--- src/rtl/alu_byte_pkg.sv ---
package alu_byte_pkg;
  localparam int OPW = 5;

  typedef enum logic [OPW-1:0] {
    OP_ADD  = 5'd0,
    OP_ADDC = 5'd1,
    OP_SUB  = 5'd2,
    OP_SUBB = 5'd3,
    OP_CMP  = 5'd4,
    OP_AND  = 5'd5,
    OP_OR   = 5'd6,
    OP_XOR  = 5'd7,
    OP_TEST = 5'd8,
    OP_ROL  = 5'd9,
    OP_ROR  = 5'd10,
    OP_RLC  = 5'd11,
    OP_RRC  = 5'd12,
    OP_SETC = 5'd13,
    OP_CLRC = 5'd14,
    OP_SETZ = 5'd15,
    OP_CLRZ = 5'd16
  } alu_op_e;

  typedef enum logic [1:0] {
    LG_AND = 2'd0,
    LG_OR  = 2'd1,
    LG_XOR = 2'd2
  } logic_sel_e;
endpackage

--- src/rtl/alu_byte_addsub.sv ---
module alu_byte_addsub #(
  parameter int W = 8
) (
  input  logic [W-1:0] a,
  input  logic [W-1:0] b,
  input  logic         cin,
  input  logic         is_sub,
  input  logic         use_cin,
  output logic [W-1:0] sum,
  output logic         cout
);
  // Subtraction is a + ~b + 1, less one more when a borrow is pending.
  logic [W-1:0] b_eff;
  logic         c0;
  logic [W:0]   wide;

  always_comb begin
    b_eff = is_sub ? ~b : b;
    if (is_sub) c0 = use_cin ? ~cin : 1'b1;
    else        c0 = use_cin ?  cin : 1'b0;
    wide  = {1'b0, a} + {1'b0, b_eff} + {{W{1'b0}}, c0};
    sum   = wide[W-1:0];
    // For subtraction a missing carry out means the result underflowed.
    cout  = is_sub ? ~wide[W] : wide[W];
  end
endmodule

--- src/rtl/alu_byte_logic.sv ---
module alu_byte_logic
  import alu_byte_pkg::*;
#(
  parameter int W = 8
) (
  input  logic [W-1:0] a,
  input  logic [W-1:0] b,
  input  logic_sel_e   sel,
  output logic [W-1:0] y
);
  always_comb begin
    unique case (sel)
      LG_AND:  y = a & b;
      LG_OR:   y = a | b;
      default: y = a ^ b;
    endcase
  end
endmodule

--- src/rtl/alu_byte_rotate.sv ---
module alu_byte_rotate #(
  parameter int W = 8
) (
  input  logic [W-1:0] a,
  input  logic         cin,
  input  logic         right,
  input  logic         thru,
  output logic [W-1:0] y,
  output logic         cout
);
  logic fill_l, fill_r;

  always_comb begin
    fill_l = thru ? cin : a[W-1];
    fill_r = thru ? cin : a[0];
  end

  genvar i;
  generate
    for (i = 0; i < W; i++) begin : g_bit
      if (i == 0) begin : g_lo
        assign y[i] = right ? a[i+1] : fill_l;
      end else if (i == W-1) begin : g_hi
        assign y[i] = right ? fill_r : a[i-1];
      end else begin : g_mid
        assign y[i] = right ? a[i+1] : a[i-1];
      end
    end
  endgenerate

  assign cout = right ? a[0] : a[W-1];
endmodule

--- src/rtl/alu_byte_core.sv ---
module alu_byte_core
  import alu_byte_pkg::*;
#(
  parameter int W = 8
) (
  input  logic           clk,
  input  logic           rst_n,
  input  logic           op_valid,
  output logic           op_ready,
  input  logic [OPW-1:0] op_code,
  input  logic [W-1:0]   op_dst,
  input  logic [W-1:0]   op_src,
  input  logic [W-1:0]   op_imm,
  input  logic           op_use_imm,
  input  logic           op_carry,
  input  logic           op_zero,
  output logic           res_valid,
  input  logic           res_ready,
  output logic [W-1:0]   res_data,
  output logic           res_wr,
  output logic           res_zero,
  output logic           res_carry
);
  logic [W-1:0] opb;
  logic         take;

  // Shared operand path for register and immediate forms.
  assign opb = op_use_imm ? op_imm : op_src;

  logic         as_sub, as_cin;
  logic [W-1:0] as_sum;
  logic         as_cout;

  always_comb begin
    as_sub = (op_code == OP_SUB) || (op_code == OP_SUBB) || (op_code == OP_CMP);
    as_cin = (op_code == OP_ADDC) || (op_code == OP_SUBB);
  end

  alu_byte_addsub #(.W(W)) u_addsub (
    .a(op_dst), .b(opb), .cin(op_carry), .is_sub(as_sub), .use_cin(as_cin),
    .sum(as_sum), .cout(as_cout)
  );

  logic_sel_e   lg_sel;
  logic [W-1:0] lg_y;

  always_comb begin
    unique case (op_code)
      OP_OR:   lg_sel = LG_OR;
      OP_XOR:  lg_sel = LG_XOR;
      default: lg_sel = LG_AND;
    endcase
  end

  alu_byte_logic #(.W(W)) u_logic (
    .a(op_dst), .b(opb), .sel(lg_sel), .y(lg_y)
  );

  logic         rt_right, rt_thru;
  logic [W-1:0] rt_y;
  logic         rt_cout;

  always_comb begin
    rt_right = (op_code == OP_ROR) || (op_code == OP_RRC);
    rt_thru  = (op_code == OP_RLC) || (op_code == OP_RRC);
  end

  alu_byte_rotate #(.W(W)) u_rot (
    .a(op_dst), .cin(op_carry), .right(rt_right), .thru(rt_thru),
    .y(rt_y), .cout(rt_cout)
  );

  logic [W-1:0] n_data;
  logic         n_wr, n_zero, n_carry;

  always_comb begin
    n_data  = op_dst;
    n_wr    = 1'b0;
    n_zero  = op_zero;
    n_carry = op_carry;
    case (op_code)
      OP_ADD, OP_ADDC, OP_SUB, OP_SUBB: begin
        n_data = as_sum;  n_wr = 1'b1; n_carry = as_cout; n_zero = (as_sum == '0);
      end
      OP_CMP: begin
        n_data = as_sum;  n_carry = as_cout; n_zero = (as_sum == '0);
      end
      OP_AND, OP_OR, OP_XOR: begin
        n_data = lg_y;    n_wr = 1'b1; n_zero = (lg_y == '0);
      end
      OP_TEST: begin
        n_data = lg_y;    n_zero = (lg_y == '0);
      end
      OP_ROL, OP_ROR, OP_RLC, OP_RRC: begin
        n_data = rt_y;    n_wr = 1'b1; n_carry = rt_cout; n_zero = (rt_y == '0);
      end
      OP_SETC: n_carry = 1'b1;
      OP_CLRC: n_carry = 1'b0;
      OP_SETZ: n_zero  = 1'b1;
      OP_CLRZ: n_zero  = 1'b0;
      default: ;
    endcase
  end

  // Output stage: one entry, drained and refilled in the same cycle.
  assign op_ready = !res_valid || res_ready;
  assign take     = op_valid && op_ready;

  always_ff @(posedge clk) begin
    if (!rst_n) begin
      res_valid <= 1'b0;
      res_data  <= '0;
      res_wr    <= 1'b0;
      res_zero  <= 1'b0;
      res_carry <= 1'b0;
    end else begin
      if (take) begin
        res_valid <= 1'b1;
        res_data  <= n_data;
        res_wr    <= n_wr;
        res_zero  <= n_zero;
        res_carry <= n_carry;
      end else if (res_ready) begin
        res_valid <= 1'b0;
      end
    end
  end
endmodule

--- config.mk ---
export PLATFORM = sky130hd
export DESIGN_NAME = alu_byte_core
export DESIGN_NICKNAME = d
export VERILOG_FILES = /design/src/rtl/alu_byte_pkg.sv /design/src/rtl/alu_byte_addsub.sv /design/src/rtl/alu_byte_logic.sv /design/src/rtl/alu_byte_rotate.sv /design/src/rtl/alu_byte_core.sv
export SDC_FILE = /design/constraint.sdc
export NUM_CORES = 1
export LEC_CHECK = 0
export BUFFER_PORTS_ARGS = -buffer_cell sky130_fd_sc_hd__buf_2
export CAP_MARGIN = 20
export CORE_ASPECT_RATIO = 2
export CORE_MARGIN = 2
export CORE_UTILIZATION = 40
export DETAILED_ROUTE_END_ITERATION = 12
export SYNTH_ARGS = -nofsm -noshare
export SYNTH_HDL_FRONTEND = slang
export SYNTH_SLANG_ARGS = --single-unit
export TNS_END_PERCENT = 50
--- constraint.sdc ---
create_clock -name clk -period 5.58 [get_ports clk]
set_input_delay 0.279 -clock clk [delete_from_list [all_inputs] [get_ports clk]]
set_output_delay 0.279 -clock clk [all_outputs]
set_load 0.02 [all_outputs]
## Word level (Yosys, flattened, before mapping)

Index checks and enable logic that the tools add are counted.

| cells by class | value |
|---|---|
| muxes and demuxes | 25 |
| reductions and logical operators | 18 |
| add/sub/neg operators | 2 |
| equality and inequality tests | 17 |
| bitwise gates (word level) | 6 |

Operator list:

| operator | count |
|---|---|
| equality test 5 x 4 -> 1 bit (second input constant) | 8 |
| logical NOT 8 bit | 3 |
| case mux 8 bit (3 select lines) | 1 |
| equality test 5 x 3 -> 1 bit (second input constant) | 4 |
| two-way mux 1 bit | 18 |
| two-way mux 8 bit | 2 |
| case mux 8 bit (2 select lines) | 1 |
| OR reduction 11 bit | 1 |
| equality test 5 x 2 -> 1 bit (second input constant) | 2 |
| adder 8 x 8 -> 9 bit | 1 |
| adder 9 x 1 -> 9 bit | 1 |
| bitwise AND 8 bit | 1 |
| NOT 8 bit | 1 |
| OR 8 bit | 1 |
| OR reduction 4 bit | 2 |
| bitwise XOR 8 bit | 1 |
| logical OR 1 bit | 6 |
| equality test 5 x 1 -> 1 bit (second input constant) | 1 |
| equality test 5 bit (second input constant) | 1 |
| logical NOT 5 bit | 1 |
| case mux 1 bit (5 select lines) | 1 |
| OR reduction 5 bit | 1 |
| case mux 1 bit (4 select lines) | 1 |
| case mux 2 bit (2 select lines) | 1 |
| other kinds (6) | 7 |

| storage, ports and cells | value |
|---|---|
| word-level logic and storage cells | 73 |
| bits in registers | 12 |
| output and inout port bits | 13 |

## Longest topological paths before layout

Gate-level depths: netlist of the first run.

| depth | value |
|---|---|
| depth after elaboration | 9 |
| gate-level depth with buffers | 15 |
| gate-level depth less buffers | 14 |

## Modules after synthesis

A second synthesis of the first run with hierarchy kept.

| second synthesis, totals | value |
|---|---|
| cell total of the unflattened synthesis | 257 |
| area total of the unflattened synthesis | 2,038.2 um2 |

Modules (own cells, without submodules):

| module | area each (um2) | cells an instance | seq. area each (um2) | times used |
|---|---|---|---|---|
| alu_byte_core | 970.9 | 120 | 240.2 | 1 |
| alu_byte_addsub | 462.9 | 57 | 0.0 | 1 |
| alu_byte_logic | 454.2 | 66 | 0.0 | 1 |
| alu_byte_rotate | 150.1 | 14 | 0.0 | 1 |

## Least setup slack after synthesis of the first run

No wires, ideal clock.

| timing | value |
|---|---|
| kind | input -> register |
| start | input op_code[0] |
| end | register res_data[6] |
| setup slack | 2.532 ns |
| library setup time | 0.120 ns |
| arrival | 2.928 ns |
| stages on the path | 15 |
| path through | clkbuf_1 -> nor2_1 -> a21oi_1 -> nand2b_1 -> buf_2 -> xnor2_1 -> fa_1 -> inv_1 -> fa_1 -> nor2b_1 -> o31a_1 -> o21ai_0 -> nor3b_1 -> nor3_1 -> o31a_1 |

| between the ends | value |
|---|---|
| longest elaborated chain between the ends | 7 |
| elaborated cells on any way between the ends | 32 |

RTL lines:

| element | RTL line | text |
|---|---|---|
| start, declared | alu_byte_core.sv:10 | `input logic [OPW-1:0] op_code,` |
| equality test 5 x 2 -> 1 bit (on tied branches) | alu_byte_core.sv:35, alu_byte_core.sv:81, alu_byte_core.sv:36 |  |
| logical OR 1 bit (2 in a row) | alu_byte_core.sv:35 | `as_sub = (op_code == OP_SUB) \|\| (op_code == OP_SUBB) \|\| (op_code == OP_CMP);` |
| two-way mux 8 bit | alu_byte_addsub.sv:18 | `b_eff = is_sub ? ~b : b;` |
| adder 8 x 8 -> 9 bit | alu_byte_addsub.sv:21 | `wide = {1'b0, a} + {1'b0, b_eff} + {{W{1'b0}}, c0};` |
| adder 9 x 1 -> 9 bit | alu_byte_addsub.sv:21 |  |
| case mux 8 bit (3 select lines) (*) | alu_byte_core.sv:81 | `case (op_code)` |
| end signal, assigned | alu_byte_core.sv:119 | `res_data <= n_data;` |
| end, declared | alu_byte_core.sv:19 | `output logic [W-1:0] res_data,` |

Mark *: on every way between the ends. The rest lies on a longest branch, timed or not.
A chain may end at the register's enable or synchronous reset.

## Worst setup path after layout of the first run

Ends and elaborated chain as after synthesis.

==> results of run 1 <==
-- layout make-up --
type	instances	area [sq um]
repair buffers	48	240
multi-input cells	223	1650
flip-flops and latches	12	240
fillers	528	2720
inverters	22	82.6
well taps	58	72.6
clock buffers	3	41.3
-- cell usage after synthesis (all sizes together) (2+ instances only) --
| cell | n |
|---|---|
| a21o | 2 |
| nand3 | 4 |
| nor2b | 4 |
| o21bai | 2 |
| fa | 2 |
| dfxtp | 12 |
| o31a | 2 |
| o21a | 3 |
| nand2b | 5 |
| a21oi | 26 |
| nor2 | 19 |
| and2 | 2 |
| or2 | 4 |
| buf | 9 |
| nand3b | 2 |
| o211ai | 5 |
| or3 | 2 |
| o221a | 3 |
| o21ai | 18 |
| nor4 | 4 |
| inv | 22 |
| nor3b | 2 |
| or3b | 2 |
| nor3 | 7 |
| mux2i | 13 |
| nand2 | 13 |
| o22ai | 5 |
| a21boi | 5 |
| xor2 | 3 |
| o221ai | 3 |
| a221oi | 3 |
| a31oi | 4 |
| a211oi | 4 |
| clkbuf | 9 |
| o211a | 2 |
| ha | 23 |
| xnor2 | 11 |
-- through the flow --
step                      total power, W  hold slack (ps)
after floorplan                 0.000242              418
after global placement          0.000299              446
after detailed placement        0.000302              454
after CTS                       0.000383              301
after global routing            0.000410              302
final                           0.000382              297
-- power groups by stage --
stage                     Combinational [W]  Sequential [W]  Clock [W]
final                              0.000206       0.0000961  0.0000804
after global routing               0.000228       0.0000972  0.0000850
after CTS                          0.000205       0.0000962  0.0000819
after detailed placement           0.000204       0.0000979          0
after global placement             0.000201       0.0000977          0
after floorplan                    0.000135        0.000107          0
-- metal layers --
layer	global-route usage [%]	wire length, um
met1	25.7	2340
met2	41.2	3350
met3	1.98	380
met4	9.82	206
met5	0	0
-- worst paths after layout --
| path | from | to | slack (ps) | cells past startpoint |
|---|---|---|---|---|
| hold / removal | op_valid | res_valid | 300 | 3 |
| setup reg to reg | res_valid | res_zero | 3660 | 6 |
| hold reg to reg | res_wr | res_wr | 460 | 2 |
| setup / recovery | op_code[0] | res_data[6] | 2260 | 14 |
-- state kept, by name, summed over array words and instances (netlist names) --
name and flops:
res_valid 1, res_carry 1, res_data 8, res_zero 1, res_wr 1
-- cell families (layout without fill, tap and decap cells) --
kind of cell,after synthesis,after routing,synth area share (%)
AOI/OAI and AO/OA,94,94,31.0
and+or+nand+nor,75,75,19.6
buffers and inverters,40,73,8.60
adders and majority gates,26,26,16.4
xor gates and xnor gates,14,14,5.94
muxes,14,14,6.84
DFF,12,12,11.6
-- worst max-delay path, cell delays in order --
cell      delay (ps)
buf_2            300
nor2_1           130
a21oi_1          190
nand2b_1         470
xnor2_1          170
fa_1             460
inv_1             90
fa_1             210
nor2b_1           70
o31a_1           270
o21ai_0          200
nor3b_1          290
nor3_1            80
o31a_1           270
==> metrics.yaml, run 1 <==
sta:
  setup_tns_ps: 0
  period_minus_slack_ps: 3320
  tightest_slew_ps: 680
  finalSetupViolCount: 0
  fin_skew_ps: 4.96
  setup_ws_ps: 2260
  final-hold-violation-count: 0
  fmax_mhz: 301
  final_max_slew_viol_count: 0
  slew_headroom_pct: 54.6
  period_share_pct: 59.6
  rsz0062_at_grt: "false"
logic_synthesis:
  yosysSeqAreaShare_pct: 11.6
  synth.top_cell.area_share_pct: 13.9
  ys_types: 61
  synth-edff-count: 0
  synth.area.top_cells: "ha_1 (14%), dfxtp_1 (12%), a21oi_1 (6.3%)"
  syn_nets: 336
  syn-mean-instance-area_sq_um: 7.51
  yosys_warnings: 0
  syn-instance-count: 275
  synth_flop_cell: "dfxtp_1"
  synth-async-reset-ratio_pct: 0
  ys_seq_elements: 12
  netlist_area_sq_um: 2070
  synth_top_area_cell: "ha_1"
placed_design:
  dp_hpwl_um: 5150
  place_congestion: 0.872
  place_inst: 363
  dpl_cell_area_sq_um: 2280
  io_buffers: 48
  pre_cts_ws_ps: 2030
detailed_routing:
  drc: 0
  num_vias: 2202
  routedWlPerCell_um: 17.1
  dr.pass1.iters: 4
  drt-total-wl_um: 6280
  vias_per_cell: 6.02
  first_iter_violations: 86
  antenna_left: 0
clocking:
  cts_buffers: 3
  cts_buffer_depth: 2
  clockRootBuffer: "clkbuf_8"
  path_clk_slew_ps: 50
  holdBufCountCts: 0
  cts_tree: "yes"
  post_cts_buffers: 0
  cts_num_sinks: 12
  post_cts_resized: 0
  h-tree-depth: 1
  worst_skew_pair.late_latency_ps: 250
grt:
  grt_pass1_vias: 2028
  grt_usage_pct: 23.1
  grt_start_max_net_pins: 23
  antenna_found_initial: 0
  grt.overflow.total: 0
  grt_pass1_wl_um: 9880
final_layout:
  drive_gt1_share_pct: 20.5
  area_delta_synth_final_pct: 12.5
  final_cell_mix: "buf_2 (48), a21oi_1 (26), ha_1 (23), inv_1 (22), nor2_1 (19)"
  post-route-util_pct: 46.1
  n_antenna_cell: 0
  layout.nets: 371
  mostFrequentLayoutCell: "buf_2"
  fin_cells: 366
  stdcell_area_sq_um: 2320
floorplan:
  core_sq_um: 5050
  initial_core_util_pct: 40.9
  num_rows: 37
  die_x_um: 54.8
  ios: 49
  die_area_sq_um: 5790
  die_h_um: 106
power_and_ir_drop:
  powerDensity_nw_per_um2: 165
  p_clk_share_pct: 21.0
  seqPwrFrac_pct: 25.1
  p_sw_w: 0.000160
  pwr-share-comb_pct: 53.8
  sw_frac_of_total_pct: 41.7
  internal-power_w: 0.000223
  ir_drop_uv: 123
  p_leak_nw: 1.07
critical_path:
  arrival_ps: 3460
  crit_required_ps: 5720
  crit_fanout: 22
  cp-start-kind: "primary input"
  critPathKind: "primary input to flop"
  cp-end-kind: "flop"
job:
  max-cap-violations: 0
run_status:
  status: "complete, no violations"
hold_path:
  min_path_type: "primary input to flop"
No activity file was read; power rests on OpenSTA's default activity.
==> inputs of run 2 (changes only) <==
- clock period: 5.58 -> 2.75 ns (I/O delays scaled with it)
==> run 2 against run 1 <==
- die area unchanged
- worst hold slack got worse by 140 ps
- worst setup slack got worse by 2100 ps
- cell area increased by 6.9%
- sequential cell count unchanged
- utilization increased by 3.2 points
- largest power group unchanged
- sequential power increased by 100%
- non-clock buffer count increased by 18
- critical endpoint unchanged
- global-route usage increased by 0.39 points
==> metrics.yaml, run 2 (same netlist as run 1, synthesis figures left out) <==
run_status:
  status: "complete, no violations"
sta:
  period_minus_slack_ps: 2580
  finalSetupViolCount: 0
  fmax_mhz: 387
  final-hold-violation-count: 0
  period_share_pct: 93.9
  fin_skew_ps: 1.40
  tightest_slew_ps: 678
  slew_headroom_pct: 54.7
  rsz0062_at_grt: "false"
  setup_tns_ps: 0
  final_max_slew_viol_count: 0
final_layout:
  post-route-util_pct: 49.3
  final_cell_mix: "buf_2 (48), a21oi_1 (25), ha_1 (23), inv_1 (22)"
  drive_gt1_share_pct: 26.7
  area_delta_synth_final_pct: 20.4
  n_antenna_cell: 0
  regMostFlops: "res_data"
  largest_reg_flops: 8
  layout.nets: 389
  mostFrequentLayoutCell: "buf_2"
power_and_ir_drop:
  p_total_w: 0.000802
  ir_drop_uv: 333
  p_leak_nw: 1.17
  powerDensity_nw_per_um2: 323
floorplan:
  die_h_um: 106
  ios: 49
  initial_core_util_pct: 40.9
  core_sq_um: 5050
  die_area_sq_um: 5790
  die_x_um: 54.8
  num_rows: 37
detailed_routing:
  dr.pass1.iters: 4
  drc: 0
  vias_per_cell: 5.91
  antenna_left: 0
  drt-total-wl_um: 6450
  routedWlPerCell_um: 16.8
  num_vias: 2268
  first_iter_violations: 60
grt:
  grt_start_max_net_pins: 17
  grt.overflow.total: 0
  grt_pass1_wl_um: 10200
  grt_pass1_vias: 2163
  grt_usage_pct: 23.4
  antenna_found_initial: 0
clocking:
  cts_num_sinks: 12
  post_cts_resized: 0
  holdBufCountCts: 0
  worst_skew_pair.late_latency_ps: 240
  cts_tree: "yes"
  post_cts_buffers: 0
  cts_buffer_depth: 2
  path_clk_slew_ps: 50
  cts_buffers: 3
  clockRootBuffer: "clkbuf_8"
  h-tree-depth: 1
critical_path:
  cp-start-kind: "primary input"
  arrival_ps: 2710
  cp-end-kind: "flop"
  crit_fanout: 5
  crit_required_ps: 2880
  critPathKind: "primary input to flop"
hold_path:
  min_path_type: "primary input to flop"
placed_design:
  place_congestion: 0.860
  io_buffers: 48
  dp_hpwl_um: 5380
job:
  max-cap-violations: 0
## run 2: cell types whose count changed in the layout (fill, tap and decap cells not counted), sizes merged
cell	change
buf	+18
## run 2: per-stage QoR
stage | hold slack [ps] | instance area, sq um | instances | setup WS (ps)
2_1_floorplan | 276 | 2080 | 275 | 20.6
3_3_place_gp | 404 | 2430 | 381 | 3.28
3_5_place_dp | 411 | 2430 | 381 | -160
4_1_cts | 160 | 2470 | 384 | 68.4
5_1_grt | 174 | 2490 | 384 | 22.9
6_report | 160 | 2490 | 384 | 167
## run 2: per-layer routing
layer  part of all wire, %  GRT usage [%]
met5                     0              0
met4                   4.7           10.5
met2                    52           41.1
met1                    40           26.8
met3                   3.8           1.84
## run 2: final timing paths
kind,from,endpoint,slack (ps),cells past startpoint
max reg2reg,res_valid,res_zero,1010,6
min,op_valid,res_valid,160,3
min reg2reg,res_wr,res_wr,450,2
max,op_code[1],res_data[6],170,14
## run 2: critical path: stages
cell and delay [ps]:
buf_2 140, nor2b_2 200, a21oi_2 60, nand2b_1 180
xnor2_1 160, fa_1 440, inv_1 90, fa_1 190
nor2b_1 70, o31a_1 280, o21ai_0 210, nor3b_2 240
nor3_1 60, o31a_1 270
## run 2: cell type report
| cell class | count | area, sq um |
|---|---|---|
| Inverter | 22 | 82.6 |
| Multi-Input combinational cell | 223 | 1670 |
| Fill cell | 514 | 2560 |
| Tap cell | 58 | 72.6 |
| Sequential cell | 12 | 240 |
| Timing Repair Buffer | 66 | 375 |
| Clock buffer | 3 | 41.3 |
## run 2: power by group
| part | internal, W | leakage (nW) | switching, W |
|---|---|---|---|
| combinational | 0.000189 | 1.05 | 0.000261 |
| clock | 0.0000963 | 0.0216 | 0.0000616 |
| sequential | 0.000189 | 0.0995 | 0.00000596 |
| total | 0.000474 | 1.17 | 0.000328 |
==> inputs of run 3 (changes only) <==
- RECOVER_POWER: not set -> 25
==> run 3 against run 2 <==
- global-route usage stayed put
- routed wire length is essentially flat
- maximum frequency barely moved
- power is 0.19% lower
- die area is the same
- largest cell class unchanged
- largest power group unchanged
- critical path depth did not move
- sequential share of layout area about the same
==> metrics.yaml, run 3 (same netlist as run 1, synthesis figures left out) <==
floorplan:
  die_x_um: 54.8
  initial_core_util_pct: 40.9
  num_rows: 37
  ios: 49
  die_h_um: 106
  core_sq_um: 5050
  die_area_sq_um: 5790
placed_design:
  io_buffers: 48
  pre_cts_ws_ps: -160
  dpl_cell_area_sq_um: 2430
  dp_hpwl_um: 5380
  place_congestion: 0.860
clocking:
  cts_tree: "yes"
  clockRootBuffer: "clkbuf_8"
  h-tree-depth: 1
  cts_buffer_depth: 2
  worst_skew_pair.late_latency_ps: 240
  path_clk_slew_ps: 50
  post_cts_resized: 0
  cts_buffers: 3
  cts_num_sinks: 12
  holdBufCountCts: 0
  post_cts_buffers: 0
final_layout:
  mostFrequentLayoutCell: "buf_2"
  regMostFlops: "res_data"
  area_delta_synth_final_pct: 20.0
  layout.nets: 389
  stdcell_area_sq_um: 2480
  drive_gt1_share_pct: 25.2
  final_cell_mix: "buf_2 (43), a21oi_1 (25), ha_1 (23), inv_1 (22)"
  n_antenna_cell: 0
  largest_reg_flops: 8
grt:
  grt.overflow.total: 0
  grt_usage_pct: 23.4
  grtUsageMet2_pct: 41.1
  grt_pass1_vias: 2163
  gr-usage-met1_pct: 26.8
  use_met3_pct: 1.84
  gr-max-usage-layer: "met2"
  grt_start_max_net_pins: 17
  antenna_found_initial: 0
  grt_pass1_wl_um: 10200
sta:
  final-hold-violation-count: 0
  final_max_slew_viol_count: 0
  slew_headroom_pct: 54.7
  period_minus_slack_ps: 2580
  finalSetupViolCount: 0
  rsz0062_at_grt: "false"
  setup_ws_ps: 169
  tightest_slew_ps: 678
  fin_skew_ps: 1.13
  fmax_mhz: 387
  period_share_pct: 93.9
job:
  max-cap-violations: 0
detailed_routing:
  num_vias: 2271
  first_iter_violations: 60
  vias_per_cell: 5.91
  routedWlPerCell_um: 16.8
  drc: 0
  antenna_left: 0
  drt-total-wl_um: 6460
  dr.pass1.iters: 4
hold_path:
  min_path_type: "primary input to flop"
power_and_ir_drop:
  ir_drop_uv: 333
  p_leak_nw: 1.15
  powerDensity_nw_per_um2: 323
run_status:
  status: "complete, no violations"
critical_path:
  critPathMaxStageDelay_ps: 440
  crit_fanout: 5
  crit_required_ps: 2880
  critPathTopFamily: "compound AO/OA/AOI/OAI gates"
  cp-start-kind: "primary input"
  path_buf_inv: 2
  crit_chain: "buf_2 -> nor2b_2 -> a21oi_2 -> nand2b_1 -> xnor2_1 -> fa_1 -> inv_1 -> fa_1 -> nor2b_1 -> o31a_1 -> o21ai_0 -> nor3b_2 -> nor3_1 -> o31a_1"
  critPathSlowestCell: "fa_1"
  critPathKind: "primary input to flop"
  arrival_ps: 2710
  cp-end-kind: "flop"
==> run 3: worst min-delay path, cell delays in order <==
cell and delay [ps]:
buf_2 110, inv_1 40, a21boi_0 60
==> run 3: per-layer routing <==
metal	up-vias	wire [um]
met3	22	245
met2	80	3340
met4	0	303
met5	-	0
li1	1113	-
met1	1056	2570
==> run 3: path summary, 6_finish.rpt <==
kind,from,endpoint,slack (ps),depth (start not counted)
worst max-delay path,op_code[1],res_data[6],170,14
worst min-delay path,op_valid,res_valid,160,3
worst max register to register,res_valid,res_zero,1010,6
worst min register to register,res_wr,res_wr,460,2
==> run 3: area by class of cell <==
type	count	area, sq um
multi-input combinational	223	1670
tap	58	72.6
sequential	12	240
inverter	22	82.6
timing repair buffer	66	369
fill	518	2570
clock buffer	3	41.3
==> run 3: where the power goes <==
part	switching (W)	total, W	internal [W]
Combinational	0.000260	0.000448	0.000187
Clock	0.0000615	0.000158	0.0000963
Sequential	0.00000616	0.000195	0.000189
Total	0.000328	0.000800	0.000472
==> run 3: through the flow <==
stage / hold WS (ps) / instances / TNS (ps) / util, % / total power, W
floorplan: 276 / 275 / 0 / - / 0.000495
global placement: 404 / 381 / 0 / 48.1 / 0.000626
detailed placement: 411 / 381 / -280 / 48.1 / 0.000638
CTS: 160 / 384 / 0 / 48.9 / 0.000798
global route: 174 / 384 / 0 / 49.1 / 0.000861
finish: 160 / 384 / 0 / 49.1 / 0.000800
